### config.mk
export PLATFORM = sky130hd
export DESIGN_NAME = usbh_irq_moderator
export DESIGN_NICKNAME = d
export VERILOG_FILES = /design/src/rtl/usbh_irq_pkg.sv /design/src/rtl/usbh_cmd_reg.sv /design/src/rtl/usbh_uframe_timer.sv /design/src/rtl/usbh_doorbell_fsm.sv /design/src/rtl/usbh_irq_gate.sv /design/src/rtl/usbh_irq_moderator.sv
export SDC_FILE = /design/constraint.sdc
export NUM_CORES = 1
export LEC_CHECK = 0
export BUFFER_PORTS_ARGS = -buffer_cell sky130_fd_sc_hd__buf_2
export CAP_MARGIN = 0
export CELL_PAD_IN_SITES_DETAIL_PLACEMENT = 0
export CELL_PAD_IN_SITES_GLOBAL_PLACEMENT = 2
export CORE_AREA = 2 2 81 83
export CTS_CLUSTER_SIZE = 28
export DETAILED_ROUTE_END_ITERATION = 12
export DIE_AREA = 0 0 83 85
export GPL_ROUTABILITY_DRIVEN = 0
export GPL_TIMING_DRIVEN = 0
export PLACE_DENSITY_LB_ADDON = 0.1
export REMOVE_ABC_BUFFERS = 1
export SKIP_CTS_REPAIR_TIMING = 1
export SYNTH_ARGS = -nofsm -noshare
export SYNTH_HDL_FRONTEND = slang
export SYNTH_SLANG_ARGS = --single-unit
### constraint.sdc
create_clock -name clk -period 4.2 [get_ports clk]
set_input_delay 0.63 -clock clk [delete_from_list [all_inputs] [get_ports clk]]
set_output_delay 0.63 -clock clk [all_outputs]
set_load 0.01 [all_outputs]
### src/rtl/usbh_irq_pkg.sv
package usbh_irq_pkg;
    typedef enum logic [1:0] {
        DB_IDLE    = 2'd0,
        DB_WAIT    = 2'd1,
        DB_HANDOFF = 2'd2
    } db_state_e;

    typedef enum logic [1:0] {
        IRQ_QUIET = 2'd0,
        IRQ_ARMED = 2'd1,
        IRQ_FIRE  = 2'd2
    } irq_state_e;
endpackage

### src/rtl/usbh_cmd_reg.sv
module usbh_cmd_reg #(
    parameter int DATA_W    = 32,
    parameter int THR_W     = 8,
    parameter int THR_LSB   = 16,
    parameter int ASYNC_BIT = 5,
    parameter int DB_BIT    = 6,
    parameter int THR_RST   = 8
) (
    input  logic              clk,
    input  logic              rst_n,
    input  logic              wr_en,
    input  logic [DATA_W-1:0] wr_data,
    input  logic              doorbell,
    output logic [THR_W-1:0]  thr_code,
    output logic              async_en,
    output logic              ring,
    output logic              thr_restart,
    output logic [DATA_W-1:0] rd_data
);
    localparam int THR_MSB = THR_LSB + THR_W - 1;

    logic [THR_W-1:0] new_code;
    logic             code_legal;

    assign new_code   = wr_data[THR_MSB:THR_LSB];
    // Legal codes are one-hot and never use the top bit (max 64 with 8 bits)
    assign code_legal = $onehot(new_code) && !new_code[THR_W-1];
    assign ring       = wr_en && wr_data[DB_BIT];
    assign thr_restart = wr_en && code_legal && (new_code != thr_code);

    always_ff @(posedge clk) begin
        if (!rst_n) begin
            thr_code <= THR_W'(THR_RST);
            async_en <= 1'b0;
        end else if (wr_en) begin
            async_en <= wr_data[ASYNC_BIT];
            if (code_legal)
                thr_code <= new_code;
        end
    end

    always_comb begin
        rd_data                  = '0;
        rd_data[THR_MSB:THR_LSB] = thr_code;
        rd_data[ASYNC_BIT]       = async_en;
        rd_data[DB_BIT]          = doorbell;
    end

    assert_thr_legal_R2: assert property (@(posedge clk) disable iff (!rst_n)
        $onehot(thr_code) && !thr_code[THR_W-1]);
    assert_thr_keep_R2: assert property (@(posedge clk) disable iff (!rst_n)
        (wr_en && !code_legal) |=> $stable(thr_code));
endmodule

### src/rtl/usbh_uframe_timer.sv
module usbh_uframe_timer #(
    parameter int THR_W = 8
) (
    input  logic             clk,
    input  logic             rst_n,
    input  logic             tick,
    input  logic             restart,
    input  logic [THR_W-1:0] thr_code,
    output logic             boundary
);
    logic [THR_W-1:0] cnt;
    logic [THR_W-1:0] cnt_inc;

    assign cnt_inc  = cnt + THR_W'(1);
    assign boundary = tick && !restart && (cnt_inc == thr_code);

    always_ff @(posedge clk) begin
        if (!rst_n || restart)
            cnt <= '0;
        else if (boundary)
            cnt <= '0;
        else if (tick)
            cnt <= cnt_inc;
    end

    assert_cnt_below_thr_R7: assert property (@(posedge clk) disable iff (!rst_n)
        cnt < thr_code);
    assert_restart_zero_R7: assert property (@(posedge clk) disable iff (!rst_n)
        restart |=> (cnt == '0));
endmodule

### src/rtl/usbh_doorbell_fsm.sv
module usbh_doorbell_fsm
    import usbh_irq_pkg::*;
(
    input  logic clk,
    input  logic rst_n,
    input  logic ring,
    input  logic async_en,
    input  logic evict,
    output logic doorbell,
    output logic sts_set
);
    db_state_e state, state_nx;

    always_ff @(posedge clk) begin
        if (!rst_n) state <= DB_IDLE;
        else        state <= state_nx;
    end

    always_comb begin
        state_nx = state;
        unique case (state)
            DB_IDLE:    if (ring) state_nx = DB_WAIT;
            DB_WAIT:    if (async_en && evict) state_nx = DB_HANDOFF;
            DB_HANDOFF: state_nx = ring ? DB_WAIT : DB_IDLE;
            default:    state_nx = DB_IDLE;
        endcase
    end

    always_comb begin
        doorbell = (state != DB_IDLE);
        sts_set  = (state == DB_WAIT) && async_en && evict;
    end

    assert_off_holds_R6: assert property (@(posedge clk) disable iff (!rst_n)
        (state == DB_WAIT && !async_en) |=> (state == DB_WAIT));
    assert_handoff_release_R5: assert property (@(posedge clk) disable iff (!rst_n)
        (state == DB_HANDOFF && !ring) |=> !doorbell);
endmodule

### src/rtl/usbh_irq_gate.sv
module usbh_irq_gate
    import usbh_irq_pkg::*;
(
    input  logic clk,
    input  logic rst_n,
    input  logic sts_set,
    input  logic sts_w1c,
    input  logic ien_we,
    input  logic ien_d,
    input  logic boundary,
    output logic sts_q,
    output logic ien_q,
    output logic irq
);
    irq_state_e state, state_nx;
    logic       live;

    assign live = sts_q && ien_q;

    always_ff @(posedge clk) begin
        if (!rst_n) begin
            sts_q <= 1'b0;
            ien_q <= 1'b0;
            state <= IRQ_QUIET;
        end else begin
            // a set in the same cycle as a clear wins
            if (sts_set)      sts_q <= 1'b1;
            else if (sts_w1c) sts_q <= 1'b0;
            if (ien_we)       ien_q <= ien_d;
            state <= state_nx;
        end
    end

    always_comb begin
        state_nx = state;
        unique case (state)
            IRQ_QUIET: if (live) state_nx = boundary ? IRQ_FIRE : IRQ_ARMED;
            IRQ_ARMED: if (!live) state_nx = IRQ_QUIET;
                       else if (boundary) state_nx = IRQ_FIRE;
            IRQ_FIRE:  if (!live) state_nx = IRQ_QUIET;
            default:   state_nx = IRQ_QUIET;
        endcase
    end

    always_comb irq = (state == IRQ_FIRE) && live;

    assert_irq_on_boundary_R8: assert property (@(posedge clk) disable iff (!rst_n)
        $rose(irq) |-> $past(boundary));
    assert_irq_drop_clear_R9: assert property (@(posedge clk) disable iff (!rst_n)
        (sts_w1c && !sts_set) |=> !irq);
    assert_irq_drop_ien_R9: assert property (@(posedge clk) disable iff (!rst_n)
        (ien_we && !ien_d) |=> !irq);
endmodule

### src/rtl/usbh_irq_moderator.sv
module usbh_irq_moderator #(
    parameter int DATA_W    = 32,
    parameter int THR_W     = 8,
    parameter int THR_LSB   = 16,
    parameter int ASYNC_BIT = 5,
    parameter int DB_BIT    = 6,
    parameter int THR_RST   = 8
) (
    input  logic              clk,
    input  logic              rst_n,
    input  logic              cmd_wr_en,
    input  logic [DATA_W-1:0] cmd_wr_data,
    output logic [DATA_W-1:0] cmd_rd_data,
    input  logic              ien_we,
    input  logic              ien_d,
    input  logic              sts_w1c,
    input  logic              uframe_tick,
    input  logic              evict_done,
    output logic              async_en,
    output logic              adv_status,
    output logic              ien,
    output logic              irq
);
    logic [THR_W-1:0] thr_code;
    logic ring, thr_restart, doorbell, sts_set, boundary;

    usbh_cmd_reg #(
        .DATA_W(DATA_W), .THR_W(THR_W), .THR_LSB(THR_LSB),
        .ASYNC_BIT(ASYNC_BIT), .DB_BIT(DB_BIT), .THR_RST(THR_RST)
    ) u_cmd (
        .clk(clk), .rst_n(rst_n), .wr_en(cmd_wr_en), .wr_data(cmd_wr_data),
        .doorbell(doorbell), .thr_code(thr_code), .async_en(async_en),
        .ring(ring), .thr_restart(thr_restart), .rd_data(cmd_rd_data)
    );

    usbh_uframe_timer #(.THR_W(THR_W)) u_timer (
        .clk(clk), .rst_n(rst_n), .tick(uframe_tick), .restart(thr_restart),
        .thr_code(thr_code), .boundary(boundary)
    );

    usbh_doorbell_fsm u_db (
        .clk(clk), .rst_n(rst_n), .ring(ring), .async_en(async_en),
        .evict(evict_done), .doorbell(doorbell), .sts_set(sts_set)
    );

    usbh_irq_gate u_gate (
        .clk(clk), .rst_n(rst_n), .sts_set(sts_set), .sts_w1c(sts_w1c),
        .ien_we(ien_we), .ien_d(ien_d), .boundary(boundary),
        .sts_q(adv_status), .ien_q(ien), .irq(irq)
    );

    assert_status_needs_sched_R5: assert property (@(posedge clk) disable iff (!rst_n)
        $rose(adv_status) |-> ($past(async_en) && $past(evict_done)));
endmodule

# After elaboration in Yosys (flattened, before gate mapping)
# Cells that the tools add are included.
# word_totals
out_inout_bits	36
word_cells	62
in_bits	40
regBits	23
# op_classes
add_sub_neg	8
mux	12
n_eq_ne	12
n_reduce_logical	23
# ops
op	n
2-to-1 mux 2 bit	7
adder 4 bit	3
one-hot mux 2 bit (3 select lines)	2
logical AND 1 bit	11
adder 1 x 1 -> 2 bit	4
adder 8 x 1 -> 8 bit (second input constant)	1
equality test 8 bit	1
inequality test 8 bit	1
inequality test 2 x 1 -> 1 bit (second input constant)	3
equality test 2 x 1 -> 1 bit (second input constant)	2
equality test 2 bit (second input constant)	2
equality test 4 x 1 -> 1 bit (second input constant)	1
zero test 2 bit	2
AND reduction 2 bit	2
nonzero test 2 bit	2
zero test 1 bit	3
2-to-1 mux 1 bit	3
inequality test 3 x 2 -> 1 bit (second input constant)	1
AND reduction 3 bit	1
inequality test 2 bit (second input constant)	1
OR reduction 2 bit	1
logical OR 1 bit	1

# Longest topological paths before layout
# Gate-level depths: netlist of run 1.
# logic_depth
word_depth	13
depth_mapped	13
mapped_depth_nobuf	12

# Cells and area by module
# Synthesis of run 1 repeated with hierarchy kept, for this count alone.
# unflattened
cells_unflattened	213
area_unflattened_um2	1801.7
# modules_own_cells
mod	area_each_um2	cells_per_inst	n_inst	seq_area_each_um2
usbh_cmd_reg	883.3	104	1	180.2
usbh_uframe_timer	689.4	86	1	160.2
usbh_irq_gate	145.1	15	1	80.1
usbh_doorbell_fsm	83.8	8	1	40.0

# Worst setup path before layout of run 1
# Ideal clock, no wire load.
# synth_path
path_type	input port to flip-flop
from	input cmd_wr_data[22]
to	register u_gate.state[1]
stages	13
path_slack_ns	0.430
setup_time_ns	0.117
n_path_buf	1
t_required_ns	4.083
arrival_ns	3.653
path_cell_list	ha_1 -> fa_1 -> inv_1 -> fa_1 -> inv_1 -> ha_1 -> fa_1 -> nor4b_1 -> nand3b_1 -> buf_2 -> a41o_1 -> nor2b_1 -> a22o_1
# synth_via
elab_chain_cells	13
word_cells_on_any_way	16
cone_classes	add/sub: 3; eq/ne: 3; mux: 3; reduce/logical: 7
# synth_rtl
element	line_no	text
start, declared	usbh_irq_moderator.sv:12	input logic [DATA_W-1:0] cmd_wr_data,
adder 1 x 1 -> 2 bit (implied by the code)	usbh_cmd_reg.sv:27	assign code_legal = $onehot(new_code) && !new_code[THR_W-1];
adder 4 bit (implied by the code) (2 in series)	usbh_cmd_reg.sv:27	
equality test 4 x 1 -> 1 bit	usbh_cmd_reg.sv:27	
logical AND 1 bit	usbh_cmd_reg.sv:27	
logical AND 1 bit	usbh_cmd_reg.sv:29	assign thr_restart = wr_en && code_legal && (new_code != thr_code);
logical AND 1 bit (*)	usbh_cmd_reg.sv:29	
zero test 1 bit (*)	usbh_uframe_timer.sv:15	assign boundary = tick && !restart && (cnt_inc == thr_code);
logical AND 1 bit (*) (2 in series)	usbh_uframe_timer.sv:15	
2-to-1 mux 2 bit (2 in series)	usbh_irq_gate.sv:37	IRQ_QUIET: if (live) state_nx = boundary ? IRQ_FIRE : IRQ_ARMED;
one-hot mux 2 bit (3 select lines)	usbh_irq_gate.sv:36	unique case (state)
end signal, assigned	usbh_irq_gate.sv:30	state <= state_nx;
end, declared	usbh_irq_gate.sv:15	irq_state_e state, state_nx;
# Every way passes the cells marked *; elsewhere a longest branch is shown, timed or not. The select of a mux whose other input is x is not followed.
# A chain may end at the register's enable or synchronous reset.

# Worst setup path in the final report of run 1
# Same ends and word-level chain as after synthesis.

==> results of run 1 <==
state kept, by name (all words and copies together) (netlist names):
| signal | flops |
|---|---|
| u_gate.sts_q | 1 |
| u_cmd.thr_code | 8 |
| u_db.state | 2 |
| u_gate.state | 2 |
| u_cmd.async_en | 1 |
| u_timer.cnt | 8 |
| u_gate.ien_q | 1 |
worst paths after layout:
| kind | from | endpoint | slack [ns] |
|---|---|---|---|
| max | cmd_wr_data[22] | u_gate.state[1] | 0.45 |
| min | u_db.state[1] | u_gate.sts_q | 0.47 |
| min reg2reg | u_db.state[1] | u_gate.sts_q | 0.47 |
| max reg2reg | u_timer.cnt[0] | u_timer.cnt[7] | 2.19 |
cell type report:
| cell class | instances | area share |
|---|---|---|
| timing repair buffer | 33 | 0.0960 |
| sequential | 23 | 0.260 |
| multi-input combinational | 130 | 0.546 |
| inverter | 9 | 0.0191 |
| tap | 77 | 0.0543 |
| clock buffer | 4 | 0.0254 |
metal layers:
layer	share of wire	global-route usage
met5	0	0
met4	0.012	0.0447
met3	0.025	0.00875
met2	0.51	0.163
met1	0.46	0.117
cell families (layout without fill, tap and decap cells):
| kind of cell | count (synthesis) | in the layout | synth area share |
|---|---|---|---|
| compound gates | 12 | 12 | 0.0746 |
| fa+ha+maj | 11 | 11 | 0.106 |
| other cells | 1 | 22 | 0.00238 |
| flops | 23 | 23 | 0.292 |
| xor+xnor | 25 | 25 | 0.139 |
| simple gates | 50 | 50 | 0.178 |
| buf+inv | 36 | 46 | 0.144 |
| mux | 10 | 10 | 0.0635 |
cells in the final DEF, fill, tap and decap left out, types with 4 or more instances in the layout:
| cell type | n |
|---|---|
| ha_1 | 7 |
| nand2_1 | 7 |
| fa_1 | 4 |
| nor2b_1 | 9 |
| xnor2_1 | 10 |
| mux2i_1 | 10 |
| inv_1 | 9 |
| buf_2 | 31 |
| dfxtp_1 | 23 |
| xor2_1 | 15 |
| conb_1 | 22 |
| nor2_1 | 12 |
metrics by stage:
stage / std cells / power (mW) / TNS, ns / instance area [um^2] / setup slack, ns
after global routing: 276 / 0.540 / 0 / 1770 / 0.329
after detailed placement: 270 / 0.368 / -1.11 / 1710 / -0.180
after CTS: 274 / 0.512 / 0 / 1760 / 0.0979
after global placement: 270 / 0.364 / -0.929 / 1710 / -0.150
final: 276 / 0.504 / 0 / 1770 / 0.454
after floorplan: 162 / 0.326 / 0 / 1460 / 0.269
power breakdown:
| part | total, mW | switching, mW | internal, mW |
|---|---|---|---|
| logic | 0.123 | 0.0674 | 0.0559 |
| registers | 0.239 | 0.0124 | 0.227 |
| clock network | 0.141 | 0.0737 | 0.0677 |
| total | 0.504 | 0.154 | 0.350 |
==> impl_metrics.env, run 1 <==
export IMPL_root_buffer="clkbuf_8"
export IMPL_finalHoldViolCount=0
export IMPL_hold_slack_ns=0.472
export IMPL_ioPinCount=76
export IMPL_ir_drop_uv=91.6
export IMPL_cts_tree="built"
export IMPL_critPathArrivalTime_ns=3.90
export IMPL_worstHoldPathCells=1
export IMPL_multiInputGateArea_um2=967
export IMPL_grtUsageTotal=0.0937
export IMPL_yosysMostFrequentCell="buf_4"
export IMPL_clkTransAtPathRegs_ns=0.08
export IMPL_cp_start_kind="input port"
export IMPL_synth_edff_count=0
export IMPL_wl_per_cell_um=11.9
export IMPL_synth_area_leader_cell="dfxtp_1"
export IMPL_critPathRequiredTime_ns=4.36
export IMPL_syn_inst=168
export IMPL_syn_area_um2=1580
export IMPL_grt_max_degree=17
export IMPL_finalCritPeriodShare=0.892
export IMPL_die_area_um2=7060
export IMPL_synth_warnings=0
export IMPL_vias=1145
export IMPL_nNetsFinal=251
export IMPL_insertion_delay_ns=0.26
export IMPL_synth_cell_types=39
export IMPL_ys_seq_area_frac=0.292
export IMPL_first_pass_iters=2
export IMPL_core_area_um2=6200
export IMPL_slew_violations=0
export IMPL_die_w_um=83
export IMPL_power_per_cell_area_nw_per_um2=284
export IMPL_cp_cell_sequence="buf_2 > ha_1 > fa_1 > inv_1 > fa_1 > inv_1 > ha_1 > fa_1 > nor4b_1 > nand3b_1 > a41o_1 > nor2b_1 > a22o_1"
export IMPL_cp_depth=13
export IMPL_grt_pass1_wl_um=5430
export IMPL_outcome="finished clean"
export IMPL_area_growth_pct=12.5
export IMPL_grt_pass1_vias=1166
export IMPL_antenna_found_initial=0
export IMPL_cts_made_buffers=3
export IMPL_fill_cells=681
export IMPL_critPathKind="input port to register"
export IMPL_drt_iter0_drc=22
export IMPL_yosysTopAreaCellShare=0.292
export IMPL_die_h_um=85
export IMPL_max_stage_delay_ns=0.54
export IMPL_max_freq_ghz=0.267
export IMPL_drive_gt1_frac=0.216
export IMPL_drc=0
export IMPL_synth_flop_cell="dfxtp_1"
export IMPL_avgSynthCellArea_um2=9.38
export IMPL_ys_top_cells_by_count="24 x buf_4, 23 x dfxtp_1, 15 x xor2_1"
export IMPL_grt_overflow=0
export IMPL_crit_family="adder cells"
export IMPL_r2r_cells=6
export IMPL_totalWireLength_um=3280
export IMPL_setup_viol=0
export IMPL_end_kind="register"
export IMPL_portBuffers=31
export IMPL_final_antenna_net_count=0
export IMPL_cap_violations=0
export IMPL_path_max_fanout=4
export IMPL_final_util=0.286
export IMPL_critPathSlowestCell="fa_1"
export IMPL_leakage_nw=0.874
export IMPL_ys_async_sr_fraction=0
export IMPL_dp_hpwl_um=2730
export IMPL_cp_common_cell="fa_1"
export IMPL_postSynthRegisterBits=23
export IMPL_htree_num_levels=1
export IMPL_synth_area_top_cells="dfxtp_1 29%, buf_4 11%, xor2_1 8.3%, mux2i_1 6.3%, ha_1 5.6%"
export IMPL_hp_class="register to register"
export IMPL_antennaDiodeCount=0
export IMPL_clock_sinks=23
export IMPL_vias_per_cell=4.15
export IMPL_fin_crit_ns=3.75
export IMPL_cts_path_max_buffers=2
export IMPL_rows=29
export IMPL_path_buf_inv=3
export IMPL_skew_ns=0.00626
export IMPL_grt_setup_unrepaired="no"
export IMPL_seqCellArea_um2=460
export IMPL_initial_core_util=0.254
(Power assumes the default switching activity.)
==> run 2, diff against run 1 <==
--- a/config.mk
+++ b/config.mk
@@ -9,15 +9,14 @@
 export CAP_MARGIN = 0
 export CELL_PAD_IN_SITES_DETAIL_PLACEMENT = 0
 export CELL_PAD_IN_SITES_GLOBAL_PLACEMENT = 2
-export CORE_AREA = 2 2 81 83
+export CORE_AREA = 2 2 86 88
 export CTS_CLUSTER_SIZE = 28
 export DETAILED_ROUTE_END_ITERATION = 12
-export DIE_AREA = 0 0 83 85
+export DIE_AREA = 0 0 88 90
 export GPL_ROUTABILITY_DRIVEN = 0
 export GPL_TIMING_DRIVEN = 0
 export PLACE_DENSITY_LB_ADDON = 0.1
 export REMOVE_ABC_BUFFERS = 1
-export SKIP_CTS_REPAIR_TIMING = 1
 export SYNTH_ARGS = -nofsm -noshare
 export SYNTH_HDL_FRONTEND = slang
 export SYNTH_SLANG_ARGS = --single-unit
==> constraint.sdc (replaced) <==
create_clock -name clk -period 3.35 [get_ports clk]
set_input_delay 0.5025 -clock clk [delete_from_list [all_inputs] [get_ports clk]]
set_output_delay 0.5025 -clock clk [all_outputs]
set_load 0.01 [all_outputs]
==> impl_metrics.env, run 2 (synthesized netlist as in run 1, its figures left out) <==
export IMPL_r2r_start="u_timer.cnt[0]"
export IMPL_clkTransAtPathRegs_ns=0.09
export IMPL_top_regs="u_cmd.thr_code (8), u_timer.cnt (8)"
export IMPL_cts_tree="built"
export IMPL_drc=0
export IMPL_root_buffer="clkbuf_8"
export IMPL_critPathArrivalTime_ns=3.45
export IMPL_wl_per_cell_um=11.6
export IMPL_setup_viol=0
export IMPL_final_antenna_net_count=0
export IMPL_cts_hold_buffers=0
export IMPL_skew_ns=0.00361
export IMPL_dp_hpwl_um=2830
export IMPL_dpl_cell_area_um2=1740
export IMPL_hp_class="input port to register"
export IMPL_final_common_cell="buf_2"
export IMPL_vias_per_cell=3.88
export IMPL_ir_drop_uv=137
export IMPL_nNetsFinal=252
export IMPL_worst_r2r_setup_slack_ns=1.31
export IMPL_layout_common_cells="25 x buf_2, 23 x dfxtp_1, 22 x conb_1"
export IMPL_cts_made_buffers=3
export IMPL_antennaDiodeCount=0
export IMPL_initial_core_util=0.225
export IMPL_grt_pass1_wl_um=5780
export IMPL_critPathKind="input port to register"
export IMPL_path_max_fanout=3
export IMPL_slew_violations=0
export IMPL_cts_path_max_buffers=2
export IMPL_clock_sinks=23
export IMPL_totalWireLength_um=3480
export IMPL_final_util=0.271
export IMPL_finalHoldViolCount=0
export IMPL_die_area_um2=7920
export IMPL_crit_path_end="u_gate.state[1]"
export IMPL_leakage_nw=0.891
export IMPL_grt_pass1_vias=1197
export IMPL_end_kind="register"
export IMPL_cp_start_kind="input port"
export IMPL_final_cell_area_um2=1900
export IMPL_grt_overflow=0
export IMPL_area_growth_pct=20.5
export IMPL_outcome="finished clean"
export IMPL_core_area_um2=7020
export IMPL_fin_crit_ns=3.28
export IMPL_max_freq_ghz=0.305
export IMPL_grtUsageTotal=0.0938
export IMPL_rows=31
export IMPL_drive_gt1_frac=0.260
export IMPL_hold_slack_ns=0.421
export IMPL_cap_violations=0
export IMPL_vias=1159
export IMPL_antenna_found_initial=0
export IMPL_grt_setup_unrepaired="yes"
export IMPL_insertion_delay_ns=0.27
export IMPL_htree_num_levels=1
export IMPL_p_total_mw=0.653
export IMPL_fill_cells=747
export IMPL_power_per_cell_area_nw_per_um2=344
export IMPL_grt_max_degree=17
export IMPL_ioPinCount=76
export IMPL_die_h_um=90
export IMPL_critPathRequiredTime_ns=3.52
export IMPL_finalCritPeriodShare=0.980
export IMPL_cp_startpoint="cmd_wr_data[19]"
export IMPL_drt_iter0_drc=40
export IMPL_portBuffers=31
export IMPL_r2r_cells=6
export IMPL_r2r_end="u_timer.cnt[3]"
export IMPL_die_w_um=88
export IMPL_first_pass_iters=4
run 2: cell types whose count changed in the layout (fill, tap and decap cells not counted), sizes merged:
cell    before  now
clkbuf       4    3
buf         33   34
clkinv       0    1
run 2: repair_timing:
item / 4_1_cts / 5_1_grt
pin swaps: 17 / 6
endpoints found under the setup margin: 18 / 17
resized for setup: 19 / 5
buffers inserted: 4 / 1
run 2: final cells by class:
| type | count | area, um^2 | share of cell area |
|---|---|---|---|
| timing repair buffer | 34 | 219 | 0.115 |
| sequential | 23 | 460 | 0.242 |
| inverter | 9 | 33.8 | 0.0178 |
| clock inverter | 1 | 5.00 | 0.00264 |
| clock buffer | 3 | 41.3 | 0.0217 |
| multi-input combinational | 130 | 1020 | 0.535 |
| tap | 99 | 124 | 0.0652 |
run 2: how the worst min path moves through the flow:
stage	from	to	slack, ns	depth (start not counted)
floorplan	u_db.state[1]	u_db.state[1]	0.42	1
global placement	u_db.state[1]	u_db.state[1]	0.44	1
detailed placement	u_db.state[1]	u_db.state[1]	0.45	1
CTS	sts_w1c	u_gate.sts_q	0.42	2
global route	sts_w1c	u_gate.sts_q	0.41	2
finish	sts_w1c	u_gate.sts_q	0.42	2
run 2: critical path, stage by stage:
cell,delay (ns)
buf_8,0.10
ha_4,0.15
fa_1,0.56
inv_2,0.04
fa_1,0.47
inv_1,0.04
ha_2,0.17
fa_1,0.44
nor4b_2,0.22
nand3b_1,0.14
a41o_1,0.29
nor2b_1,0.15
a22o_1,0.17
run 2: per-stage QoR:
stage	TNS [ns]	std cells	setup slack (ns)
detailed placement	-12.84	292	-0.939
floorplan	-4.04	162	-0.454
finish	0	299	0.0659
CTS	-0.0411	300	-0.0411
global route	-0.479	299	-0.0827
global placement	-12.71	292	-0.933
run 2: power breakdown:
group          internal [mW]  total, mW  switching, mW
registers              0.284      0.299         0.0150
clock network         0.0833      0.181         0.0980
logic                 0.0827      0.173         0.0903
run 2: routing by layer:
metal  up-vias  track usage  part of all wire
met5         -            0                 0
met4         0       0.0423             0.021
met3         5       0.0101             0.042
met2        35        0.155              0.49
met1       541        0.120              0.45
li1        578            -                 -
==> run 3, diff against run 2 <==
--- a/config.mk
+++ b/config.mk
@@ -5,7 +5,7 @@
 export SDC_FILE = /design/constraint.sdc
 export NUM_CORES = 1
 export LEC_CHECK = 0
-export BUFFER_PORTS_ARGS = -buffer_cell sky130_fd_sc_hd__buf_2
+export BUFFER_PORTS_ARGS = -buffer_cell sky130_fd_sc_hd__buf_4
 export CAP_MARGIN = 0
 export CELL_PAD_IN_SITES_DETAIL_PLACEMENT = 0
 export CELL_PAD_IN_SITES_GLOBAL_PLACEMENT = 2
@@ -17,6 +17,7 @@
 export GPL_TIMING_DRIVEN = 0
 export PLACE_DENSITY_LB_ADDON = 0.1
 export REMOVE_ABC_BUFFERS = 1
+export SLEW_MARGIN = 10
 export SYNTH_ARGS = -nofsm -noshare
 export SYNTH_HDL_FRONTEND = slang
 export SYNTH_SLANG_ARGS = --single-unit
==> impl_metrics.env, run 3 (synthesized netlist as in run 1, its figures left out) <==
export IMPL_outcome="finished clean"
export IMPL_crit_family="adder cells"
export IMPL_clock_sinks=23
export IMPL_cts_tree="built"
export IMPL_insertion_delay_ns=0.27
export IMPL_worst_r2r_setup_slack_ns=1.33
export IMPL_stdcell_count=300
export IMPL_clkTransAtPathRegs_ns=0.09
export IMPL_critPathSlowestCell="fa_1"
export IMPL_finalCritPeriodShare=0.982
export IMPL_final_util=0.283
export IMPL_dp_hpwl_um=2800
export IMPL_final_antenna_net_count=0
export IMPL_fill_cells=768
export IMPL_p_int_mw=0.465
export IMPL_max_stage_delay_ns=0.56
export IMPL_initial_core_util=0.225
export IMPL_cts_made_buffers=3
export IMPL_die_w_um=88
export IMPL_cp_common_cell="fa_1"
export IMPL_seq_power_share=0.447
export IMPL_power_frac_clock=0.266
export IMPL_p_sw_mw=0.206
export IMPL_portBuffers=31
export IMPL_r2r_end="u_timer.cnt[5]"
export IMPL_ioPinCount=76
export IMPL_drt_iter0_drc=28
export IMPL_cp_start_kind="input port"
export IMPL_vias=1181
export IMPL_grt_overflow=0
export IMPL_totalWireLength_um=3470
export IMPL_hp_class="input port to register"
export IMPL_placedCellCount=292
export IMPL_cts_path_max_buffers=2
export IMPL_grt_pass1_wl_um=5700
export IMPL_hold_slack_ns=0.421
export IMPL_switching_share=0.307
export IMPL_slew_violations=0
export IMPL_wl_per_cell_um=11.6
export IMPL_grt_pass1_vias=1199
export IMPL_fin_setup_tns_ns=0
export IMPL_critPathArrivalTime_ns=3.46
export IMPL_grt_setup_unrepaired="yes"
export IMPL_r2r_start="u_timer.cnt[0]"
export IMPL_power_per_cell_area_nw_per_um2=338
export IMPL_ir_drop_uv=130
export IMPL_drc=0
export IMPL_rows=31
export IMPL_gr_usage_met3=0.0101
export IMPL_end_kind="register"
export IMPL_die_area_um2=7920
export IMPL_vias_per_cell=3.94
export IMPL_area_growth_pct=26.0
export IMPL_htree_num_levels=1
export IMPL_grtUsageTotal=0.0915
export IMPL_min_to="u_gate.sts_q"
export IMPL_core_area_um2=7020
export IMPL_final_common_cell="buf_4"
export IMPL_top_regs="u_cmd.thr_code (8), u_timer.cnt (8)"
export IMPL_drive_gt1_frac=0.274
export IMPL_nNetsFinal=253
export IMPL_first_pass_iters=4
export IMPL_critPathRequiredTime_ns=3.52
export IMPL_cap_violations=0
export IMPL_r2r_cells=6
export IMPL_hold_start="sts_w1c"
export IMPL_use_met2=0.152
export IMPL_fin_crit_ns=3.29
export IMPL_path_max_fanout=3
export IMPL_antennaDiodeCount=0
export IMPL_layout_common_cells="30 x buf_4, 23 x dfxtp_1, 22 x conb_1"
export IMPL_root_buffer="clkbuf_8"
export IMPL_finalHoldViolCount=0
export IMPL_antenna_found_initial=0
export IMPL_max_freq_ghz=0.304
export IMPL_pwr_share_comb=0.287
export IMPL_grt_max_degree=17
export IMPL_cp_startpoint="cmd_wr_data[19]"
export IMPL_critPathKind="input port to register"
export IMPL_cp_cell_sequence="buf_8 > ha_4 > fa_1 > inv_2 > fa_1 > inv_2 > ha_4 > fa_1 > nor4b_2 > nand3b_1 > a41o_1 > nor2b_4 > a22o_1"
export IMPL_grt_busiest_layer="met2"
export IMPL_skew_ns=0.00455
export IMPL_setup_viol=0
export IMPL_worstHoldPathCells=2
export IMPL_path_buf_inv=3
export IMPL_globalRouteMet1Util=0.118
export IMPL_leakage_nw=0.914
export IMPL_die_h_um=90
==> run 3: power by group through the flow <==
stage	sequential [mW]	combinational, mW	clock [mW]
after floorplan	0.305	0.104	0
after global placement	0.306	0.161	0
after detailed placement	0.307	0.166	0
after CTS	0.300	0.186	0.190
after global routing	0.302	0.217	0.204
final	0.300	0.192	0.179
==> run 3: how the worst max path moves through the flow <==
stage / to / cells after the start
after floorplan: u_gate.state[1] / 12
after global placement: u_gate.state[1] / 13
after detailed placement: u_gate.state[1] / 13
after CTS: u_gate.state[1] / 13
after global routing: u_gate.state[1] / 13
final: u_gate.state[1] / 13
==> run 3: layer usage <==
metal,routed length (um),vias up
li1,-,582
met1,1540,560
met2,1750,37
met3,141,2
met4,39,0
met5,0,-
==> run 3: cell type report <==
class / instances / area (um^2) / share of cell area
timing repair buffer: 35 / 289 / 0.145
tap: 99 / 124 / 0.0623
clock buffer: 3 / 41.3 / 0.0208
multi-input combinational: 130 / 1030 / 0.520
inverter: 9 / 33.8 / 0.0170
sequential: 23 / 460 / 0.232
clock inverter: 1 / 5.00 / 0.00252
==> run 3: metrics by stage <==
step / worst slack, ns / cell area [um^2] / power [mW]
floorplan: -0.454 / 1460 / 0.409
global placement: -0.933 / 1820 / 0.467
detailed placement: -0.985 / 1820 / 0.472
CTS: -0.0564 / 1960 / 0.676
global route: -0.0471 / 1990 / 0.723
finish: 0.0616 / 1990 / 0.671
==> run 3: what timing repair did <==
item	4_1_cts	5_1_grt
resized for setup	15	6
pin swaps	16	6
hold endpoints to repair	0	0
setup endpoints to repair	18	17
setup buffers	4	1
hold buffers	0	0
